## src/rtl/gpio_port_pkg.sv

```systemverilog
// Shared types for the configurable I/O port.
// Assumes a 2-bit register offset space.
package gpio_port_pkg;

    typedef enum logic [1:0] {
        OFS_VALUE = 2'd0,
        OFS_DIR   = 2'd1,
        OFS_PINS  = 2'd2,
        OFS_SPARE = 2'd3
    } port_ofs_e;

    typedef struct packed {
        logic value_we;
        logic dir_we;
    } port_wr_s;

endpackage

```

## src/rtl/gpio_reg_decode.sv

```systemverilog
// Turns an access strobe and offset into per-register write enables.
// Assumes writes to offsets 2 and 3 are to be dropped.
module gpio_reg_decode
    import gpio_port_pkg::*;
(
    input  logic       sel,
    input  logic       wr,
    input  logic [1:0] addr,
    output port_wr_s   wr_en
);

    // Decode the write target.
    always_comb begin
        wr_en = '0;
        if (sel && wr) begin
            case (port_ofs_e'(addr))
                OFS_VALUE: wr_en.value_we = 1'b1;
                OFS_DIR:   wr_en.dir_we   = 1'b1;
                default:   wr_en          = '0;
            endcase
        end
    end

endmodule

```

## src/rtl/gpio_pin_sync.sv

```systemverilog
// Multi-flop synchronizer for the pin levels.
// Assumes STAGES >= 1 and that each pin is synchronized on its own.
module gpio_pin_sync #(
    parameter int WIDTH  = 8,
    parameter int STAGES = 2
) (
    input  logic             clk,
    input  logic             rst_n,
    input  logic [WIDTH-1:0] pin_in,
    output logic [WIDTH-1:0] pin_sync
);

    logic [WIDTH-1:0] stage_q [STAGES];

    for (genvar s = 0; s < STAGES; s++) begin : g_stage
        if (s == 0) begin : g_first
            // Capture the asynchronous pins.
            always_ff @(posedge clk) begin
                if (!rst_n) stage_q[0] <= '0;
                else        stage_q[0] <= pin_in;
            end
        end else begin : g_next
            // Pass the level on one stage.
            always_ff @(posedge clk) begin
                if (!rst_n) stage_q[s] <= '0;
                else        stage_q[s] <= stage_q[s-1];
            end
        end
    end

    assign pin_sync = stage_q[STAGES-1];

endmodule

```

## src/rtl/gpio_pad_mode.sv

```systemverilog
// Maps each pin's direction and value bits to pad controls.
// Assumes the direction bits of input-only pins are already zero.
module gpio_pad_mode #(
    parameter int               WIDTH           = 8,
    parameter logic [WIDTH-1:0] INPUT_ONLY_MASK = 8'hC0
) (
    input  logic [WIDTH-1:0] dir_q,
    input  logic [WIDTH-1:0] value_q,
    output logic [WIDTH-1:0] pad_oe,
    output logic [WIDTH-1:0] pad_out,
    output logic [WIDTH-1:0] pad_pull_en
);

    for (genvar b = 0; b < WIDTH; b++) begin : g_bit
        if (INPUT_ONLY_MASK[b]) begin : g_in_only
            // An input-only pin never drives or pulls.
            always_comb begin
                pad_oe[b]      = 1'b0;
                pad_out[b]     = 1'b0;
                pad_pull_en[b] = 1'b0;
            end
        end else begin : g_io
            // Two-bit mode: direction selects drive, value selects level or pull.
            always_comb begin
                pad_oe[b]      = dir_q[b];
                pad_out[b]     = dir_q[b] & value_q[b];
                pad_pull_en[b] = ~dir_q[b] & value_q[b];
            end
        end
    end

endmodule

```

## src/rtl/gpio_bit_port.sv

```systemverilog
// Byte-wide I/O port with per-pin direction and value registers,
// synchronized pin read-back and a halt strobe on one value bit.
// Assumes a single clock and synchronous active-low reset.
module gpio_bit_port
    import gpio_port_pkg::*;
#(
    parameter int               WIDTH           = 8,
    parameter logic [WIDTH-1:0] INPUT_ONLY_MASK = 8'hC0,
    parameter int               HALT_BIT        = 7,
    parameter int               SYNC_STAGES     = 2
) (
    input  logic             clk,
    input  logic             rst_n,
    input  logic             sel,
    input  logic             wr,
    input  logic [1:0]       addr,
    input  logic [WIDTH-1:0] wdata,
    output logic [WIDTH-1:0] rdata,
    input  logic [WIDTH-1:0] pin_in,
    output logic [WIDTH-1:0] pad_oe,
    output logic [WIDTH-1:0] pad_out,
    output logic [WIDTH-1:0] pad_pull_en,
    output logic             halt_req
);

    localparam logic [WIDTH-1:0] DIR_KEEP = ~INPUT_ONLY_MASK;

    port_wr_s         wr_en;
    logic [WIDTH-1:0] value_q;
    logic [WIDTH-1:0] dir_q;
    logic [WIDTH-1:0] pin_sync;
    logic             halt_q;

    gpio_reg_decode u_dec (
        .sel   (sel),
        .wr    (wr),
        .addr  (addr),
        .wr_en (wr_en)
    );

    gpio_pin_sync #(.WIDTH(WIDTH), .STAGES(SYNC_STAGES)) u_sync (
        .clk      (clk),
        .rst_n    (rst_n),
        .pin_in   (pin_in),
        .pin_sync (pin_sync)
    );

    gpio_pad_mode #(.WIDTH(WIDTH), .INPUT_ONLY_MASK(INPUT_ONLY_MASK)) u_pad (
        .dir_q       (dir_q),
        .value_q     (value_q),
        .pad_oe      (pad_oe),
        .pad_out     (pad_out),
        .pad_pull_en (pad_pull_en)
    );

    // Value register, all bits stored as written.
    always_ff @(posedge clk) begin
        if (!rst_n)              value_q <= '0;
        else if (wr_en.value_we) value_q <= wdata;
    end

    // Direction register, input-only bits held at zero.
    always_ff @(posedge clk) begin
        if (!rst_n)            dir_q <= '0;
        else if (wr_en.dir_we) dir_q <= wdata & DIR_KEEP;
    end

    // One-cycle halt request on a value write with the halt bit set.
    always_ff @(posedge clk) begin
        if (!rst_n) halt_q <= 1'b0;
        else        halt_q <= wr_en.value_we & wdata[HALT_BIT];
    end

    assign halt_req = halt_q;

    // Read mux over the four offsets.
    always_comb begin
        case (port_ofs_e'(addr))
            OFS_VALUE: rdata = value_q;
            OFS_DIR:   rdata = dir_q;
            OFS_PINS:  rdata = pin_sync;
            default:   rdata = '0;
        endcase
    end

endmodule

```

## config.mk

```make
export PLATFORM = sky130hd
export DESIGN_NAME = gpio_bit_port
export DESIGN_NICKNAME = d
export VERILOG_FILES = /design/src/rtl/gpio_port_pkg.sv /design/src/rtl/gpio_reg_decode.sv /design/src/rtl/gpio_pin_sync.sv /design/src/rtl/gpio_pad_mode.sv /design/src/rtl/gpio_bit_port.sv
export SDC_FILE = /design/constraint.sdc
export NUM_CORES = 1
export LEC_CHECK = 0
export BUFFER_PORTS_ARGS = -buffer_cell sky130_fd_sc_hd__buf_2
export CORE_ASPECT_RATIO = 0.75
export CORE_MARGIN = 1.5
export CORE_UTILIZATION = 50
export CTS_CLUSTER_DIAMETER = 30
export CTS_CLUSTER_SIZE = 28
export DETAILED_ROUTE_END_ITERATION = 6
export HOLD_SLACK_MARGIN = 0.08
export PLACE_DENSITY = 0.8
export SYNTH_ARGS = -nofsm -noshare
export SYNTH_HDL_FRONTEND = slang
export SYNTH_SLANG_ARGS = --single-unit
```

## constraint.sdc

```tcl
create_clock -name clk -period 1.2 [get_ports clk]
set_input_delay 0.12 -clock clk [delete_from_list [all_inputs] [get_ports clk]]
set_output_delay 0.12 -clock clk [all_outputs]
set_load 0.03 [all_outputs]
```

==> results.cfg, run 1 <==
[setup_path]
worst-endpoint-arrival_ns = 1.10
cp_max_fo = 5
crit-reg2reg-capture = dir_q[2]
slowest_stage = dfxtp_2
worstPathCellList = mux2i_1 -> o2bb2ai_2 -> buf_6
timing_worst_setup_path_type = reg2out
setup.worst_path.end_class = output pin
path_buf_inv = 1
reg2reg_from = dir_q[2]
worstSetupStartpointType = flop
reg2reg_depth = 3
critical_path_required_ns = 1.08
slowest_delay_ns = 0.37
critPathTopFamily = flip-flops
rrSetupSlack_ns = 0.50

[clock_network]
clock_latency_reported_for_the_late_side_of_the_worst_skew_pair_ns = 0.32
h-tree-depth = 2
cts_max_path_buffers = 2
cts-buffers-inserted = 5
worst_setup_hold_path_clk_slew_ns = 0.09
tritoncts_clock_tree = done
clockRootBuffer = clkbuf_4
cts.sinks = 31

[final_layout]
diodes = 0
final_common_cell = buf_2
commonest_non_fill_non_tap_cells_in_the_layout = 38 x buf_2, 22 x and2_1, 22 x nand2_1
num-nets-final = 222
syn2layout_area_growth_pct = 46.3
final.fill_count = 154
post_route_cells_drive_above_1_share_pct = 41.8
final_design_area_no_fill_sq_um = 1920

[sta]
hold_viol = 0
setup_viol = 2
slew_viol_final = 0
clock-skew-final_ns = 0.000288
post-route-worst-setup-slack_ns = -0.0211
grt_setup_unrepaired = yes
fin_crit_ns = 1.22
finalSetupTns_ns = -0.0223
fmax_mhz = 819
timing.final.crit_share_pct = 102

[worst_hold_path]
hold_path_depth = 3
worst_hold_startpoint = sel
holdCritPathClass = in2reg
hold_path_endpoint = dir_q[3]

[logic_synthesis]
synth-adder-area-share_pct = 0
synthDistinctLibCells = 17
ys_seq_elements = 31
synth.top_cells.by_area = dfxtp_1 47%, mux2i_1 17%, and2_1 11%, nand2_1 6.3%, o2bb2ai_1 4.0%
synth_top_area_cell = dfxtp_1
combinational_family_with_the_most_area_after_synthesis = simple AND/OR/NAND/NOR gates
synth_top_area_share_pct = 47.4
synth_sequential_area_ratio_pct = 47.4
synth.cell_area_sq_um = 1310
post_synth_mux_area_share_pct = 16.8
synth-xor-area-share_pct = 0
yosys.area_share.simple_pct = 24.2
yosys_warnings = 0
postSynthAreaPerCell_sq_um = 10.2
syn_inst = 129
share_of_the_synthesized_area_in_compound_gates_ao_oa_aoi_oai_pct = 4.01

[power_and_ir_drop]
switching_share_pct = 26.1
total_power_w = 0.00194
clock_power_share_pct = 28.8
p_sw_w = 0.000507
leakage_nw = 0.939
internal_power_w = 0.00143
power.sequential.fraction_pct = 55.7
power_frac_comb_pct = 15.5
pwr_density_cell_nw_per_um2 = 1010
worst_ir_drop_vdd_v = 0.000690

[placed_design]
finalWeightedCongestion = 0.754
place.detailed.hpwl_um = 2010
io_buffer_count = 48
placement.cell_area_sq_um = 1620

[floorplanning]
std_cell_rows = 15
initial_core_util_pct = 55.0
design.die.area_sq_um = 2940
pin_count = 55
overall_die_width_um = 62.1
die_height_um = 47.3
core-area_sq_um = 2380

[route]
detailroute.via_count = 1125
drt_pre_antenna_iters = 4
via_to_cell_ratio = 4.79
drt_drc_violations_left = 0
routedWlPerCell_um = 13.4
drtIter0Drc = 48
detail-route-antenna-nets = 0
detail_route.wirelength_um = 3140

[global_route]
grt_util_all_layers_pct = 22.2
grt_start_max_net_pins = 40
grt_antenna_before_repair = 0
gr-total-overflow = 0
vias_in_the_first_global_route = 1056
first_pass_grt_wire_length_um = 4730

[job]
timing.max_cap.violations = 0

[run_status]
violated_checks = setup timing
status = complete, but fails checks
[routing by layer]
layer	routed length [um]	GRT usage [%]	share of wire [%]	up-vias
li1	-	-	-	553
met1	1260	24.0	40	514
met2	1630	41.1	52	48
met3	168	6.47	5.4	10
met4	73	13.3	2.3	0
met5	0	0	0	-
[through the flow]
| stage | cells | setup slack (ns) | utilization, % | hold WS [ns] |
|---|---|---|---|---|
| after floorplan | 134 | 0.0582 | - | 0.242 |
| after global placement | 210 | 0.150 | 67.9 | 0.320 |
| after detailed placement | 210 | 0.0786 | 67.9 | 0.331 |
| after CTS | 235 | -0.0231 | 79.5 | 0.193 |
| after global routing | 235 | -0.0709 | 80.4 | 0.190 |
| final | 235 | -0.0211 | 80.4 | 0.203 |
[worst max-delay path by stage]
stage / startpoint / endpoint / slack [ns] / cells past startpoint
6_report: dir_q[1] / rdata[1] / -0.02 / 3
5_1_grt: dir_q[1] / rdata[1] / -0.07 / 3
4_1_cts: dir_q[1] / rdata[1] / -0.02 / 3
3_5_place_dp: addr[0] / rdata[3] / 0.08 / 5
3_3_place_gp: addr[0] / rdata[3] / 0.15 / 5
2_1_floorplan: dir_q[5] / rdata[5] / 0.06 / 2
[kinds of logic (layout without fill, tap and decap cells)]
| kind of cell | count (synthesis) | count (layout) |
|---|---|---|
| flip-flops | 31 | 31 |
| AND/OR/NAND/NOR | 56 | 56 |
| multiplexers | 22 | 22 |
| buffers and inverters | 13 | 80 |
| AO/OA/AOI/OAI | 6 | 6 |
| other | 1 | 6 |
[sequential cells by signal (all words and copies together) (netlist names)]
name            flops
value_q             8
dir_q               6
halt_req            1
u_sync.stage_q     16
[synthesized netlist by cell type (all sizes together)]
cell type and count:
dfxtp 31, and4bb 1, and2 22, nor2b 7, nand4b 1, buf 10, nand2 22, nor2 2
mux2i 22, o2bb2ai 6, and3 1, clkbuf 3, conb 1
[cell type report]
| type | count | area, sq um | share of cell area [%] |
|---|---|---|---|
| Clock buffer | 7 | 45.0 | 2.35 |
| Clock inverter | 1 | 5.00 | 0.261 |
| Multi-Input combinational cell | 90 | 662 | 34.5 |
| Timing Repair Buffer | 72 | 520 | 27.2 |
| Tap cell | 34 | 42.5 | 2.22 |
| Sequential cell | 31 | 642 | 33.5 |
[power by group through the flow]
stage          registers [W]  logic, W  clock network [W]
2_1_floorplan        0.00111  0.000169                  0
3_5_place_dp         0.00111  0.000242                  0
5_1_grt              0.00108  0.000318           0.000619
6_report             0.00108  0.000300           0.000559
4_1_cts              0.00108  0.000294           0.000575
3_3_place_gp         0.00110  0.000236                  0
[tightest hold or removal path: cells and delay by family]
family / cells / cell delay, ns
mux: 1 / 0.09
simple gates: 1 / 0.16
buf+inv: 1 / 0.12
[timing repair]
| item | in CTS | in global routing |
|---|---|---|
| pin swaps | 5 | 2 |
| hold buffers | 16 | 0 |
| endpoints found under the hold margin | 23 | 0 |
| endpoints found under the setup margin | 7 | 10 |
| setup buffers | 1 | 0 |
| gates resized for setup | 26 | 10 |
(Power assumes the default switching activity.)
==> run 2, diff against run 1 <==
- SKIP_CTS_REPAIR_TIMING: not set -> 1
==> run 2 against run 1 <==
  * The run still ends with setup timing left
  * Largest cell class unchanged
  * Non-clock buffer count decreased by 2
  * Via count decreased by 3.0%
  * Largest power group unchanged
  * Combinational power about the same
  * Highest routed layer unchanged
  * Power decreased by 0.37%
  * Cell count decreased by 0.85%
  * Critical path depth unchanged
  * Sequential power about the same
==> results.cfg, run 2 (synthesis results as in run 1) <==
[final_layout]
num-nets-final = 220
syn2layout_area_growth_pct = 45.6
largest_register_ffs = 16
post_route_cells_drive_above_1_share_pct = 42.7
final.fill_count = 156
final_core_utilization_pct = 80.0
diodes = 0
commonest_non_fill_non_tap_cells_in_the_layout = 40 x buf_2, 22 x and2_1, 22 x nand2_1
most_flop_heavy_register = u_sync.stage_q
final_design_area_no_fill_sq_um = 1910
final_common_cell = buf_2
largest_registers = u_sync.stage_q x16, value_q x8, dir_q x6

[sta]
setup_viol = 2
post-route-worst-setup-slack_ns = -0.0186
slew_viol_final = 0
clock-skew-final_ns = 0.000263
finalSetupTns_ns = -0.0318
timing.final.crit_share_pct = 102
fin_crit_ns = 1.22
hold_viol = 0
fmax_mhz = 821
grt_setup_unrepaired = yes

[placed_design]
io_buffer_count = 48
finalWeightedCongestion = 0.754
place.detailed.hpwl_um = 2010
placement.cell_area_sq_um = 1620

[power_and_ir_drop]
clock_power_share_pct = 28.8
p_sw_w = 0.000505
switching_share_pct = 26.2
internal_power_w = 0.00143
worst_ir_drop_vdd_v = 0.000683
total_power_w = 0.00193
power_frac_comb_pct = 15.4
power.sequential.fraction_pct = 55.7
leakage_nw = 0.926
pwr_density_cell_nw_per_um2 = 1010

[global_route]
vias_in_the_first_global_route = 923
grt_util_all_layers_pct = 18.3
first_pass_grt_wire_length_um = 3880
gr-total-overflow = 0
grt_antenna_before_repair = 0
grt_start_max_net_pins = 40

[clock_network]
h-tree-depth = 2
cts.sinks = 31
tritoncts_clock_tree = done
cts-buffers-inserted = 5
clockRootBuffer = clkbuf_4
clock_latency_reported_for_the_late_side_of_the_worst_skew_pair_ns = 0.32
cts_max_path_buffers = 2
worst_setup_hold_path_clk_slew_ns = 0.09

[route]
drtIter0Drc = 58
detail-route-antenna-nets = 0
detail_route.wirelength_um = 3070
routedWlPerCell_um = 13.2
detailroute.via_count = 1091
drt_drc_violations_left = 0
via_to_cell_ratio = 4.68
drt_pre_antenna_iters = 4

[job]
timing.max_cap.violations = 0

[setup_path]
worstSetupStartpointType = flop
critical_path_required_ns = 1.08
cp_max_fo = 5
setup.worst_path.end_class = output pin
timing_worst_setup_path_type = reg2out
worst-endpoint-arrival_ns = 1.10

[run_status]
status = complete, but fails checks
violated_checks = setup timing

[floorplanning]
initial_core_util_pct = 55.0
std_cell_rows = 15
pin_count = 55
design.die.area_sq_um = 2940
overall_die_width_um = 62.1
die_height_um = 47.3
core-area_sq_um = 2380

[worst_hold_path]
holdCritPathClass = in2reg
## run 2: changes by cell type in the layout (fill, tap and decap cells not counted), moves of 2 or more
cell | previous run | this run
buf_2 | 38 | 40
buf_4 | 11 | 8
dfxtp_2 | 11 | 9
dfxtp_4 | 2 | 4
mux2i_1 | 21 | 19
mux2i_2 | 0 | 2
## run 2: final timing paths
path	startpoint	end	slack (ns)	cells past startpoint
setup reg to reg	dir_q[4]	dir_q[4]	0.54	2
setup / recovery	dir_q[1]	rdata[1]	-0.02	3
hold / removal	wdata[0]	dir_q[0]	0.06	3
hold reg to reg	u_sync.stage_q[0][0]	u_sync.stage_q[1][0]	0.44	1
## run 2: routing by layer
metal | global-route usage (%) | vias up | part of all wire, %
met5 | 0 | - | 0
met4 | 12.9 | 0 | 2.2
met3 | 6.00 | 10 | 5.1
met2 | 32.0 | 40 | 51
met1 | 20.2 | 496 | 42
li1 | - | 545 | -
## run 2: through the flow
step	hold WS, ns	std cells	worst slack [ns]
after floorplan	0.242	134	0.0582
after global routing	0.0766	233	-0.0714
final	0.0612	233	-0.0186
after detailed placement	0.331	210	0.0786
after global placement	0.320	210	0.150
after CTS	-0.0186	218	-0.144
## run 2: cell type report
| cell class | count | area, sq um | share of cell area, % |
|---|---|---|---|
| Clock buffer | 7 | 45.0 | 2.36 |
| Clock inverter | 1 | 5.00 | 0.262 |
| Multi-Input combinational cell | 90 | 669 | 35.1 |
| Sequential cell | 31 | 647 | 33.9 |
| Tap cell | 34 | 42.5 | 2.23 |
| Timing Repair Buffer | 70 | 498 | 26.1 |
## run 2: power by group through the flow
stage / Sequential [W] / Clock, W / Combinational, W
after floorplan: 0.00111 / 0 / 0.000169
after global placement: 0.00110 / 0 / 0.000236
after detailed placement: 0.00111 / 0 / 0.000242
after CTS: 0.00108 / 0.000575 / 0.000243
after global routing: 0.00108 / 0.000624 / 0.000316
final: 0.00108 / 0.000557 / 0.000298
## run 2: worst max-delay path, cell delays in order (launching register included)
cell,delay [ns]
dfxtp_2,0.36
mux2i_1,0.09
o2bb2ai_2,0.17
buf_6,0.16
==> run 3, diff against run 2 <==
- CORE_MARGIN: 1.5 -> not set
- SETUP_SLACK_MARGIN: not set -> 0.02
==> run 3 against run 2 <==
  * Sequential power about the same
  * Largest power group unchanged
  * Clock skew increased by 0.0077 ns
  * Fmax fell by 1.5%
  * Routed wire length grew 12%
  * The flow still finishes with violations (setup timing)
==> results.cfg, run 3 (synthesis results as in run 1) <==
[run_status]
status = complete, but fails checks
violated_checks = setup timing

[setup_path]
setup.worst_path.end_class = output pin
worstSetupStartpointType = flop
timing_worst_setup_path_type = reg2out
cp_max_fo = 5
worst-endpoint-arrival_ns = 1.12
rrSetupSlack_ns = 0.51
critical_path_required_ns = 1.08

[final_layout]
final_common_cell = buf_2
final.fill_count = 118
most_flop_heavy_register = u_sync.stage_q
commonest_non_fill_non_tap_cells_in_the_layout = 30 x buf_2, 22 x and2_1, 22 x nand2_1
num-nets-final = 223
diodes = 0
final-instance-count-excl-fill = 236
final_core_utilization_pct = 85.3
largest_register_ffs = 16
layout.area.seq_sq_um = 649
multi_input_comb_area_sq_um = 672
largest_registers = u_sync.stage_q x16, value_q x8, dir_q x6
post_route_cells_drive_above_1_share_pct = 44.6
syn2layout_area_growth_pct = 55.2

[global_route]
grt_util_all_layers_pct = 19.8
gr-total-overflow = 0
grt_antenna_before_repair = 0
first_pass_grt_wire_length_um = 3770
grt_start_max_net_pins = 28
vias_in_the_first_global_route = 856

[floorplanning]
die_height_um = 46.3
core-area_sq_um = 2380
std_cell_rows = 15
overall_die_width_um = 61.1
design.die.area_sq_um = 2830
initial_core_util_pct = 55.0
pin_count = 55

[power_and_ir_drop]
total_power_w = 0.00240
p_sw_w = 0.000539
clock_power_share_pct = 42.2
internal_power_w = 0.00186
power.sequential.fraction_pct = 45.0
switching_share_pct = 22.5
power_frac_comb_pct = 12.8
pwr_density_cell_nw_per_um2 = 1180
leakage_nw = 0.973
worst_ir_drop_vdd_v = 0.000721

[route]
routedWlPerCell_um = 14.6
via_to_cell_ratio = 4.90
drtIter0Drc = 28
detail-route-antenna-nets = 0
drt_drc_violations_left = 0
detail_route.wirelength_um = 3450
detailroute.via_count = 1157
drt_pre_antenna_iters = 4

[placed_design]
finalWeightedCongestion = 0.727
post-place-cells = 210
dpl_worst_slack_ns = 0.0855
place.detailed.hpwl_um = 1890
io_buffer_count = 48

[sta]
setup_viol = 8
finalSetupTns_ns = -0.147
fin_crit_ns = 1.24
hold_viol = 0
post-route-worst-setup-slack_ns = -0.0370
slew_viol_final = 0
clock-skew-final_ns = 0.00796
grt_setup_unrepaired = yes
timing.final.crit_share_pct = 103
fmax_mhz = 808

[clock_network]
cts.sinks = 31
worst_setup_hold_path_clk_slew_ns = 0.10
cts_max_path_buffers = 2
h-tree-depth = 2
tritoncts_clock_tree = done
clock_latency_reported_for_the_late_side_of_the_worst_skew_pair_ns = 0.34
clockRootBuffer = clkbuf_4
cts-buffers-inserted = 5

[worst_hold_path]
holdCritPathClass = in2reg

[job]
timing.max_cap.violations = 0
-- run 3: cell types whose count changed in the layout (fill, tap and decap cells not counted), sizes merged --
cell | previous run | this run
dlygate4sd3 | 15 | 16
clkinv | 1 | 0
buf | 55 | 56
bufinv | 0 | 2
-- run 3: final timing paths --
| kind | startpoint | depth (start not counted) | end |
|---|---|---|---|
| max | dir_q[3] | 3 | rdata[3] |
| min | rst_n | 3 | value_q[5] |
| max reg2reg | value_q[5] | 3 | value_q[5] |
| min reg2reg | u_sync.stage_q[0][0] | 1 | u_sync.stage_q[1][0] |
-- run 3: power groups by stage --
stage	logic, W	registers, W	clock network, W
after global placement	0.000237	0.00110	0
after CTS	0.000244	0.00108	0.00102
after floorplan	0.000169	0.00111	0
final	0.000307	0.00108	0.00101
after global routing	0.000327	0.00108	0.00107
after detailed placement	0.000243	0.00110	0
-- run 3: critical path, cell delays in order (launching register included) --
cell,delay (ns)
dfxtp_4,0.40
mux2i_4,0.08
o2bb2ai_2,0.15
buf_6,0.15
-- run 3: area by class of cell --
cell class              count  share of cell area, %
clock buffers               6                   2.03
multi-input cells          90                   33.0
flip-flops and latches     31                   31.9
clock inverters             2                   2.95
repair buffers             73                   27.9
well taps                  34                   2.09
-- run 3: per-layer routing --
| layer | vias up | wire (um) | track usage [%] |
|---|---|---|---|
| met5 | - | 0 | 0 |
| met4 | 0 | 102 | 10.5 |
| met3 | 11 | 168 | 10.1 |
| met2 | 45 | 1790 | 32.0 |
| met1 | 543 | 1390 | 21.4 |
| li1 | 558 | - | - |
-- run 3: metrics by stage --
stage          hold WS (ns)  cell area (sq um)
2_1_floorplan         0.242               1370
3_3_place_gp          0.321               1630
3_5_place_dp          0.330               1630
4_1_cts             -0.0246               1730
5_1_grt               0.154               2030
6_report              0.149               2030
